**src/rtl/fwft_chain_pkg.sv**
```systemverilog
`timescale 1ns/1ps
package fwft_chain_pkg;
    // Default data path width
    localparam int DATA_W   = 9;
    // Edges between an accepted write and the word becoming loadable
    localparam int SHOW_LAT = 2;
    // Edges between an accepted read and the slot counting as free
    localparam int FREE_LAT = 2;
endpackage

```
**src/rtl/fwft_delay.sv**
```systemverilog
`timescale 1ns/1ps
module fwft_delay #(
    parameter int LEN = 2
) (
    input  logic clk,
    input  logic rst,
    input  logic d,
    output logic q
);
    logic [LEN-1:0] sh;

    generate
        if (LEN == 1) begin : g_one
            always_ff @(posedge clk) begin
                if (rst) sh <= '0;
                else     sh <= d;
            end
        end else begin : g_many
            always_ff @(posedge clk) begin
                if (rst) sh <= '0;
                else     sh <= {sh[LEN-2:0], d};
            end
        end
    endgenerate

    assign q = sh[LEN-1];
endmodule

```
**src/rtl/fwft_stage.sv**
```systemverilog
`timescale 1ns/1ps
module fwft_stage
    import fwft_chain_pkg::*;
#(
    parameter int DW    = DATA_W,
    parameter int DEPTH = 8
) (
    input  logic          clk,
    input  logic          rst,
    input  logic [DW-1:0] wr_data,
    input  logic          wr_req,
    output logic          room_n,
    input  logic          rd_req,
    output logic [DW-1:0] rd_data,
    output logic          valid_n
);
    localparam int AW = (DEPTH > 1) ? $clog2(DEPTH) : 1;
    localparam int CW = $clog2(DEPTH + 1);
    localparam logic [AW-1:0] LAST = AW'(DEPTH - 1);
    localparam logic [CW-1:0] FULL = CW'(DEPTH);

    logic [DW-1:0] mem [DEPTH];
    logic [AW-1:0] wptr, lptr;
    logic [CW-1:0] used, avail;
    logic [DW-1:0] head_q;
    logic          head_v;

    logic wr_fire, rd_fire, load, show_inc, free_dec;

    // Slots count as used from the write until the freeing pipe drains
    assign room_n  = (used == FULL);
    assign wr_fire = wr_req & ~room_n;
    assign rd_fire = rd_req & head_v;
    assign load    = (avail != '0) & (~head_v | rd_fire);

    fwft_delay #(.LEN(SHOW_LAT)) show_pipe_i (
        .clk(clk), .rst(rst), .d(wr_fire), .q(show_inc)
    );

    fwft_delay #(.LEN(FREE_LAT)) free_pipe_i (
        .clk(clk), .rst(rst), .d(rd_fire), .q(free_dec)
    );

    always_ff @(posedge clk) begin
        if (wr_fire) mem[wptr] <= wr_data;
    end

    always_ff @(posedge clk) begin
        if (rst) begin
            wptr   <= '0;
            lptr   <= '0;
            used   <= '0;
            avail  <= '0;
            head_v <= 1'b0;
            head_q <= '0;
        end else begin
            if (wr_fire) wptr <= (wptr == LAST) ? '0 : wptr + AW'(1);
            used  <= used + CW'(wr_fire) - CW'(free_dec);
            avail <= avail + CW'(show_inc) - CW'(load);
            if (load) begin
                head_q <= mem[lptr];
                lptr   <= (lptr == LAST) ? '0 : lptr + AW'(1);
                head_v <= 1'b1;
            end else if (rd_fire) begin
                head_v <= 1'b0;
            end
        end
    end

    assign rd_data = head_q;
    assign valid_n = ~head_v;
endmodule

```
**src/rtl/fwft_chain.sv**
```systemverilog
`timescale 1ns/1ps
module fwft_chain
    import fwft_chain_pkg::*;
#(
    parameter int DW    = DATA_W,
    parameter int N     = 3,
    parameter int DEPTH = 8
) (
    input  logic          clk,
    input  logic          rst,
    input  logic [DW-1:0] din,
    input  logic          wr_en,
    output logic          space_n,
    output logic [DW-1:0] dout,
    input  logic          rd_en,
    output logic          avail_n
);
    logic [DW-1:0] lane [N+1];
    logic [N-1:0]  room_v, valid_v, wreq, rreq;

    assign lane[0]   = din;
    assign wreq[0]   = wr_en;
    assign rreq[N-1] = rd_en;

    generate
        for (genvar k = 0; k < N; k++) begin : g_stage
            fwft_stage #(.DW(DW), .DEPTH(DEPTH)) stage_i (
                .clk     (clk),
                .rst     (rst),
                .wr_data (lane[k]),
                .wr_req  (wreq[k]),
                .room_n  (room_v[k]),
                .rd_req  (rreq[k]),
                .rd_data (lane[k+1]),
                .valid_n (valid_v[k])
            );
            if (k > 0) begin : g_link
                assign wreq[k]   = ~valid_v[k-1] & ~room_v[k];
                assign rreq[k-1] = wreq[k];
            end
        end
    endgenerate

    assign space_n = room_v[0];
    assign avail_n = valid_v[N-1];
    assign dout    = lane[N];
endmodule

```
**config.mk**
```make
export PLATFORM = sky130hd
export DESIGN_NAME = fwft_chain
export DESIGN_NICKNAME = d
export VERILOG_FILES = /design/src/rtl/fwft_chain_pkg.sv /design/src/rtl/fwft_delay.sv /design/src/rtl/fwft_stage.sv /design/src/rtl/fwft_chain.sv
export SDC_FILE = /design/constraint.sdc
export NUM_CORES = 1
export LEC_CHECK = 0
export ABC_AREA = 0
export BUFFER_PORTS_ARGS = -buffer_cell sky130_fd_sc_hd__buf_2
export CELL_PAD_IN_SITES_DETAIL_PLACEMENT = 0
export CELL_PAD_IN_SITES_GLOBAL_PLACEMENT = 1
export CORE_MARGIN = 8
export CORE_UTILIZATION = 40
export CTS_CLUSTER_DIAMETER = 30
export CTS_CLUSTER_SIZE = 10
export DETAILED_ROUTE_END_ITERATION = 12
export HOLD_SLACK_MARGIN = 0.12
export PLACE_DENSITY = 0.66
export SYNTH_ARGS = -nofsm -noshare
export SYNTH_HDL_FRONTEND = slang
export SYNTH_SLANG_ARGS = --single-unit
```
**constraint.sdc**
```tcl
create_clock -name clk -period 3.2 [get_ports clk]
set_clock_uncertainty 0.1 [all_clocks]
set_input_delay 0.32 -clock clk [delete_from_list [all_inputs] [get_ports clk]]
set_output_delay 0.32 -clock clk [all_outputs]
set_load 0.02 [all_outputs]
```
==> flow_metrics.py, run 1 <==
metrics = {
    "outcome": {
        "status": "complete, no violations",
    },
    "global_routing": {
        "antenna_found_initial": 0,
        "grt_max_degree": 44,
        "grt_pass1_wl_mm": 34.1,
        "groute.usage.overall": 0.117,
        "grt_pass1_vias": 6683,
        "grt_overflow": 0,
    },
    "floorplanning": {
        "fp.dieH_um": 188,
        "io_pins": 24,
        "die_w_um": 188,
        "die_area_mm2": 0.0354,
        "core_area_mm2": 0.0294,
        "rows": 63,
        "initial_core_util": 0.404,
    },
    "sta": {
        "fin_crit_ns": 2.84,
        "period_share": 0.887,
        "max_slew_margin": 0.316,
        "tightestPinTransition_ns": 1.02,
        "fin_hold_ws_ns": 0.148,
        "report.final.hold_viol_count": 0,
        "rsz0062_at_grt": "no",
        "setup_tns_ns": 0,
        "maxSlewViolCount": 0,
        "timing.fmax_mhz": 352,
        "setup_viol": 0,
    },
    "clocking": {
        "cts_buffer_depth": 3,
        "h-tree-depth": 2,
        "cts_tree": "done",
        "path_clk_slew_ns": 0.04,
        "cts_sinks": 300,
        "numCtsBuffers": 57,
        "clock_latency_ns": 0.54,
        "cts_root_buffer": "clkbuf_16",
        "cts_setup_buffers": 0,
    },
    "routing": {
        "drc": 0,
        "drt_iter0_markers": 202,
        "ant_nets": 0,
        "via_per_inst": 4.90,
        "vias": 6227,
        "firstDrtPassIters": 4,
        "wirelength_mm": 20.4,
        "wl_per_cell_um": 16.1,
    },
    "logic_synthesis": {
        "synth_top_area_frac": 0.547,
        "synth.net_count": 811,
        "synth_edf_count": 216,
        "yosys-top-cells-count": "216 x edfxtp_1, 84 x dfxtp_1, 58 x nor2_1",
        "async_reset_ff_frac": 0,
        "synth_area_leader_cell": "edfxtp_1",
        "synth-seq-cells": 300,
        "syn-cell-area_mm2": 0.0119,
        "syn-instance-count": 750,
        "synth_area_leaders": "edfxtp_1 55%, dfxtp_1 14%, mux4_2 8.4%",
        "synth.distinct_cells": 43,
        "ys_warn_count": 0,
        "seq_area_frac_synth": 0.688,
        "synthFlopType": "edfxtp_1",
        "yosys.cell_count.top_type": "edfxtp_1",
        "syn_area_per_cell_um2": 15.8,
    },
    "finish": {
        "final_area_mm2": 0.0144,
        "final_nets": 895,
        "drive_gt1_frac": 0.229,
        "area_growth_syn_to_layout_pct": 21.7,
        "antennaDiodeCount": 0,
    },
    "worst_setup_path": {
        "start_kind": "register",
        "worstSetupEndpointType": "register",
        "cp.arrival_ns": 3.12,
        "critPathMaxFanout": 14,
        "worstPathRequired_ns": 3.49,
        "worstPathCellList": "inv_1, ha_1, or3b_4, and2_1, ha_1, inv_1, ha_1, inv_1, fa_1, xor2_1, nor2_1",
        "cpLargestDelayFamily": "adder cells",
        "cp_num_buf_inv": 3,
        "worstSetupPathType": "reg2reg",
        "max_stage_delay_ns": 0.41,
        "crit_path_top_delay_cell": "or3b_4",
    },
    "placement": {
        "dpl-instance-area_mm2": 0.0125,
        "port_buffers": 23,
        "place_hpwl_mm": 13.2,
        "place.gp.congestion": 0.720,
    },
    "power_and_ir_drop": {
        "ir_worst_vdd_mv": 0.475,
        "power_density_mw_per_mm2": 1000,
        "leakage_nw": 5.21,
    },
    "worst_hold_path": {
        "hp-class": "in2reg",
    },
    "run": {
        "max_cap_violations": 0,
    },
}
## repair_timing
action	CTS	global route
hold buffers	10	0
gates resized for setup	0	0
hold endpoints to repair	74	0
## placed cells by master, fill, tap and decap left out, drive strengths merged, types with 2 or more instances in the layout
cell / n
nand2b: 10
xor2: 5
or3: 4
nor3b: 2
o22ai: 27
dfxtp: 84
nor2: 63
nor3: 40
and2: 2
a211oi: 9
a21o: 7
nor2b: 16
nand4bb: 2
nand3b: 3
buf: 48
nor4: 3
mux4: 45
clkinvlp: 7
edfxtp: 216
nand2: 25
xnor2: 7
bufinv: 4
clkinv: 19
a41oi: 2
nand3: 4
ha: 42
dlygate4sd3: 10
inv: 49
a21oi: 24
or3b: 2
mux2i: 21
clkbuf: 70
fa: 6
## where the power goes
part	total, mW	internal, mW	leakage, nW	switching [mW]
sequential	5.46	4.97	2.67	0.487
combinational	3.36	1.60	1.64	1.77
clock	5.66	3.72	0.901	1.93
## registers in the layout, summed over array words and instances (netlist names)
name                            flops
g_stage.stage_i.lptr                9
g_stage.stage_i.show_pipe_i.sh      6
g_stage.stage_i.free_pipe_i.sh      6
g_stage.stage_i.wptr                9
g_stage.stage_i.avail              12
g_stage.stage_i.rd_data            27
g_stage.stage_i.mem               216
g_stage.stage_i.used               12
g_stage.stage_i.head_v              3
## path summary, 6_finish.rpt
path / start / to / slack [ns] / depth (start not counted)
worst max-delay path: g_stage[0].stage_i.avail[2] / g_stage[0].stage_i.avail[2] / 0.36 / 11
worst min-delay path: wr_en / g_stage[0].stage_i.show_pipe_i.sh[0] / 0.15 / 3
worst max register to register: g_stage[0].stage_i.avail[2] / g_stage[0].stage_i.avail[2] / 0.36 / 11
worst min register to register: g_stage[2].stage_i.show_pipe_i.sh[0] / g_stage[2].stage_i.show_pipe_i.sh[1] / 0.33 / 1
## worst reg2reg max path, stage by stage (launching register included)
cell and delay, ns:
dfxtp_1 0.29, inv_1 0.08, ha_1 0.18, or3b_4 0.41, and2_1 0.35, ha_1 0.37
inv_1 0.06, ha_1 0.15, inv_1 0.06, fa_1 0.39, xor2_1 0.19, nor2_1 0.06
## logic make-up after synthesis
| group | synth area share |
|---|---|
| AO/OA/AOI/OAI | 0.0375 |
| flip-flops | 0.688 |
| XOR/XNOR | 0.00886 |
| buffers and inverters | 0.0316 |
| multiplexers | 0.103 |
| adder cells (fa/ha/maj) | 0.0544 |
| AND/OR/NAND/NOR | 0.0759 |
## through the flow
stage	util	power, mW	worst slack, ns	cells
5_1_grt	0.491	15.3	0.238	1271
6_report	0.491	14.5	0.362	1271
4_1_cts	0.491	14.7	0.340	1271
3_3_place_gp	0.424	8.76	0.497	1155
3_5_place_dp	0.424	8.94	0.354	1155
2_1_floorplan	-	8.18	0.609	750
## per-layer routing
layer / share of wire / wire [um] / track usage
met2: 0.52 / 10600 / 0.210
met3: 0.043 / 878 / 0.0307
met5: 0 / 0 / 0
met4: 0.019 / 387 / 0.0397
met1: 0.42 / 8490 / 0.132
## cell type report
cell class	instances	area, um^2
flip-flops and latches	300	8170
repair buffers	58	415
multi-input cells	374	3320
inverters	43	161
clock buffers	70	1530
clock inverters	36	357
fillers	2458	15000
well taps	390	488
Power figures use the tool's default switching activity.
==> run 2: changes to the inputs <==
--- a/config.mk
+++ b/config.mk
@@ -16,6 +16,8 @@
 export DETAILED_ROUTE_END_ITERATION = 12
 export HOLD_SLACK_MARGIN = 0.12
 export PLACE_DENSITY = 0.66
+export RECOVER_POWER = 25
+export REMOVE_ABC_BUFFERS = 1
 export SYNTH_ARGS = -nofsm -noshare
 export SYNTH_HDL_FRONTEND = slang
 export SYNTH_SLANG_ARGS = --single-unit
==> run 2 against run 1 <==
  * Setup slack gained 0.13 ns
  * Die area unchanged
  * Global-route usage shrank 0.14 points
  * Sequential power is essentially flat
  * Fmax is 4.8% higher
  * Design area about the same
  * Power decreased by 0.25%
  * Clock-buffer cell count grew 4
  * Sequential cell count is the same
  * Critical path type unchanged
  * Largest cell class unchanged
  * Largest power group unchanged
==> flow_metrics.py, run 2 (synthesis results as in run 1) <==
metrics = {
    "routing": {
        "wirelength_mm": 19.9,
        "vias": 6132,
        "via_per_inst": 4.83,
        "met1_length_mm": 8.16,
        "ant_nets": 0,
        "route.met2.wl_mm": 10.4,
        "drt_iter0_markers": 242,
        "drc": 0,
        "routed-wl-met3_um": 859,
        "topRoutingLayerUsed": "met4",
        "wl_per_cell_um": 15.7,
        "firstDrtPassIters": 4,
    },
    "clocking": {
        "h-tree-depth": 2,
        "numCtsBuffers": 54,
        "cts_tree": "done",
        "cts_setup_buffers": 0,
        "cts_sinks": 300,
        "path_clk_slew_ns": 0.04,
        "clock_latency_ns": 0.54,
        "cts_root_buffer": "clkbuf_16",
        "cts_buffer_depth": 3,
    },
    "sta": {
        "worst_slack_ns": 0.491,
        "fin_hold_ws_ns": 0.323,
        "tightestPinTransition_ns": 0.923,
        "rsz0062_at_grt": "no",
        "max_slew_margin": 0.383,
        "setup_tns_ns": 0,
        "fin_crit_ns": 2.71,
        "maxSlewViolCount": 0,
        "report.final.hold_viol_count": 0,
        "timing.fmax_mhz": 369,
        "period_share": 0.847,
        "setup_viol": 0,
    },
    "floorplanning": {
        "fp.dieH_um": 188,
        "rows": 63,
        "initial_core_util": 0.404,
        "die_area_mm2": 0.0354,
        "die_w_um": 188,
        "core_area_mm2": 0.0294,
        "io_pins": 24,
    },
    "finish": {
        "final_area_mm2": 0.0144,
        "layout.cells.non_filler": 1269,
        "drive_gt1_frac": 0.216,
        "top_register": "g_stage.stage_i.mem",
        "largest_reg_flops": 216,
        "ff_latch_area_mm2": 0.00817,
        "num-fill-cells": 2485,
        "final_common_cell": "edfxtp_1",
        "layout_common_cells": "216 x edfxtp_1, 84 x dfxtp_1, 58 x nor2_1, 57 x clkbuf_16, 44 x mux4_2",
        "antennaDiodeCount": 0,
        "multi_input_area_mm2": 0.00332,
        "area_growth_syn_to_layout_pct": 21.6,
        "final_nets": 894,
    },
    "placement": {
        "dpl-instance-area_mm2": 0.0125,
        "place.gp.congestion": 0.715,
        "dpl_worst_slack_ns": 0.447,
        "place_hpwl_mm": 13.1,
        "place_inst": 1156,
        "port_buffers": 23,
    },
    "global_routing": {
        "grt_overflow": 0,
        "grt_max_degree": 47,
        "groute.usage.overall": 0.115,
        "grt_pass1_wl_mm": 33.5,
        "antenna_found_initial": 0,
        "grt_pass1_vias": 6686,
    },
    "power_and_ir_drop": {
        "power_density_mw_per_mm2": 1000,
        "leakage_nw": 5.21,
        "ir_worst_vdd_mv": 0.732,
    },
    "worst_setup_path": {
        "worstSetupEndpointType": "register",
        "r2r_setup_slack_ns": 0.49,
        "critPathMaxFanout": 14,
        "start_kind": "register",
        "cp.arrival_ns": 2.99,
        "worstSetupPathType": "reg2reg",
        "worstPathRequired_ns": 3.48,
    },
    "worst_hold_path": {
        "hp-class": "in2reg",
    },
    "outcome": {
        "status": "complete, no violations",
    },
    "run": {
        "max_cap_violations": 0,
    },
}
==> run 2: final timing paths <==
kind                                        startpoint                                    to  cells past startpoint
setup reg to reg           g_stage[2].stage_i.avail[2]           g_stage[2].stage_i.avail[2]                     11
hold / removal                                     rst           g_stage[2].stage_i.avail[2]                      2
hold reg to reg   g_stage[2].stage_i.show_pipe_i.sh[0]  g_stage[2].stage_i.show_pipe_i.sh[1]                      1
setup / recovery           g_stage[2].stage_i.avail[2]           g_stage[2].stage_i.avail[2]                     11
==> run 2: metrics by stage <==
stage	total power [mW]	utilization
floorplan	7.96	-
detailed placement	8.91	0.424
global route	15.3	0.491
global placement	8.73	0.424
finish	14.4	0.491
CTS	14.7	0.491
==> run 2: power by group <==
| part | total (mW) | leakage (nW) | switching, mW | internal [mW] |
|---|---|---|---|---|
| registers | 5.46 | 2.67 | 0.492 | 4.97 |
| logic | 3.32 | 1.63 | 1.72 | 1.60 |
| clock network | 5.66 | 0.906 | 1.76 | 3.90 |
| total | 14.4 | 5.21 | 3.98 | 10.5 |
==> run 2: area by class of cell <==
type                            count  area share
Sequential cell                   300       0.566
Tap cell                          390      0.0338
Inverter                           43      0.0112
Timing Repair Buffer               60      0.0293
Clock buffer                       74       0.107
Multi-Input combinational cell    374       0.230
Clock inverter                     28      0.0227
==> run 2: repair_timing <==
item | in CTS | in global routing
resized for setup | 0 | 0
hold buffers | 11 | 0
endpoints found under the hold margin | 75 | 0
==> run 2: critical path, stage by stage, from the launching register on <==
cell and delay, ns:
dfxtp_1 0.29, inv_1 0.08, ha_1 0.14, nor3b_1 0.30, a21o_1 0.39, inv_1 0.11, ha_1 0.29, inv_1 0.04
ha_1 0.21, fa_1 0.41, xnor2_1 0.16, nor2_1 0.05
==> run 2: per-layer routing <==
| metal | vias up | GRT usage |
|---|---|---|
| met5 | - | 0 |
| met4 | 0 | 0.0406 |
| met3 | 43 | 0.0285 |
| met2 | 104 | 0.213 |
| met1 | 2982 | 0.126 |
| li1 | 3003 | - |
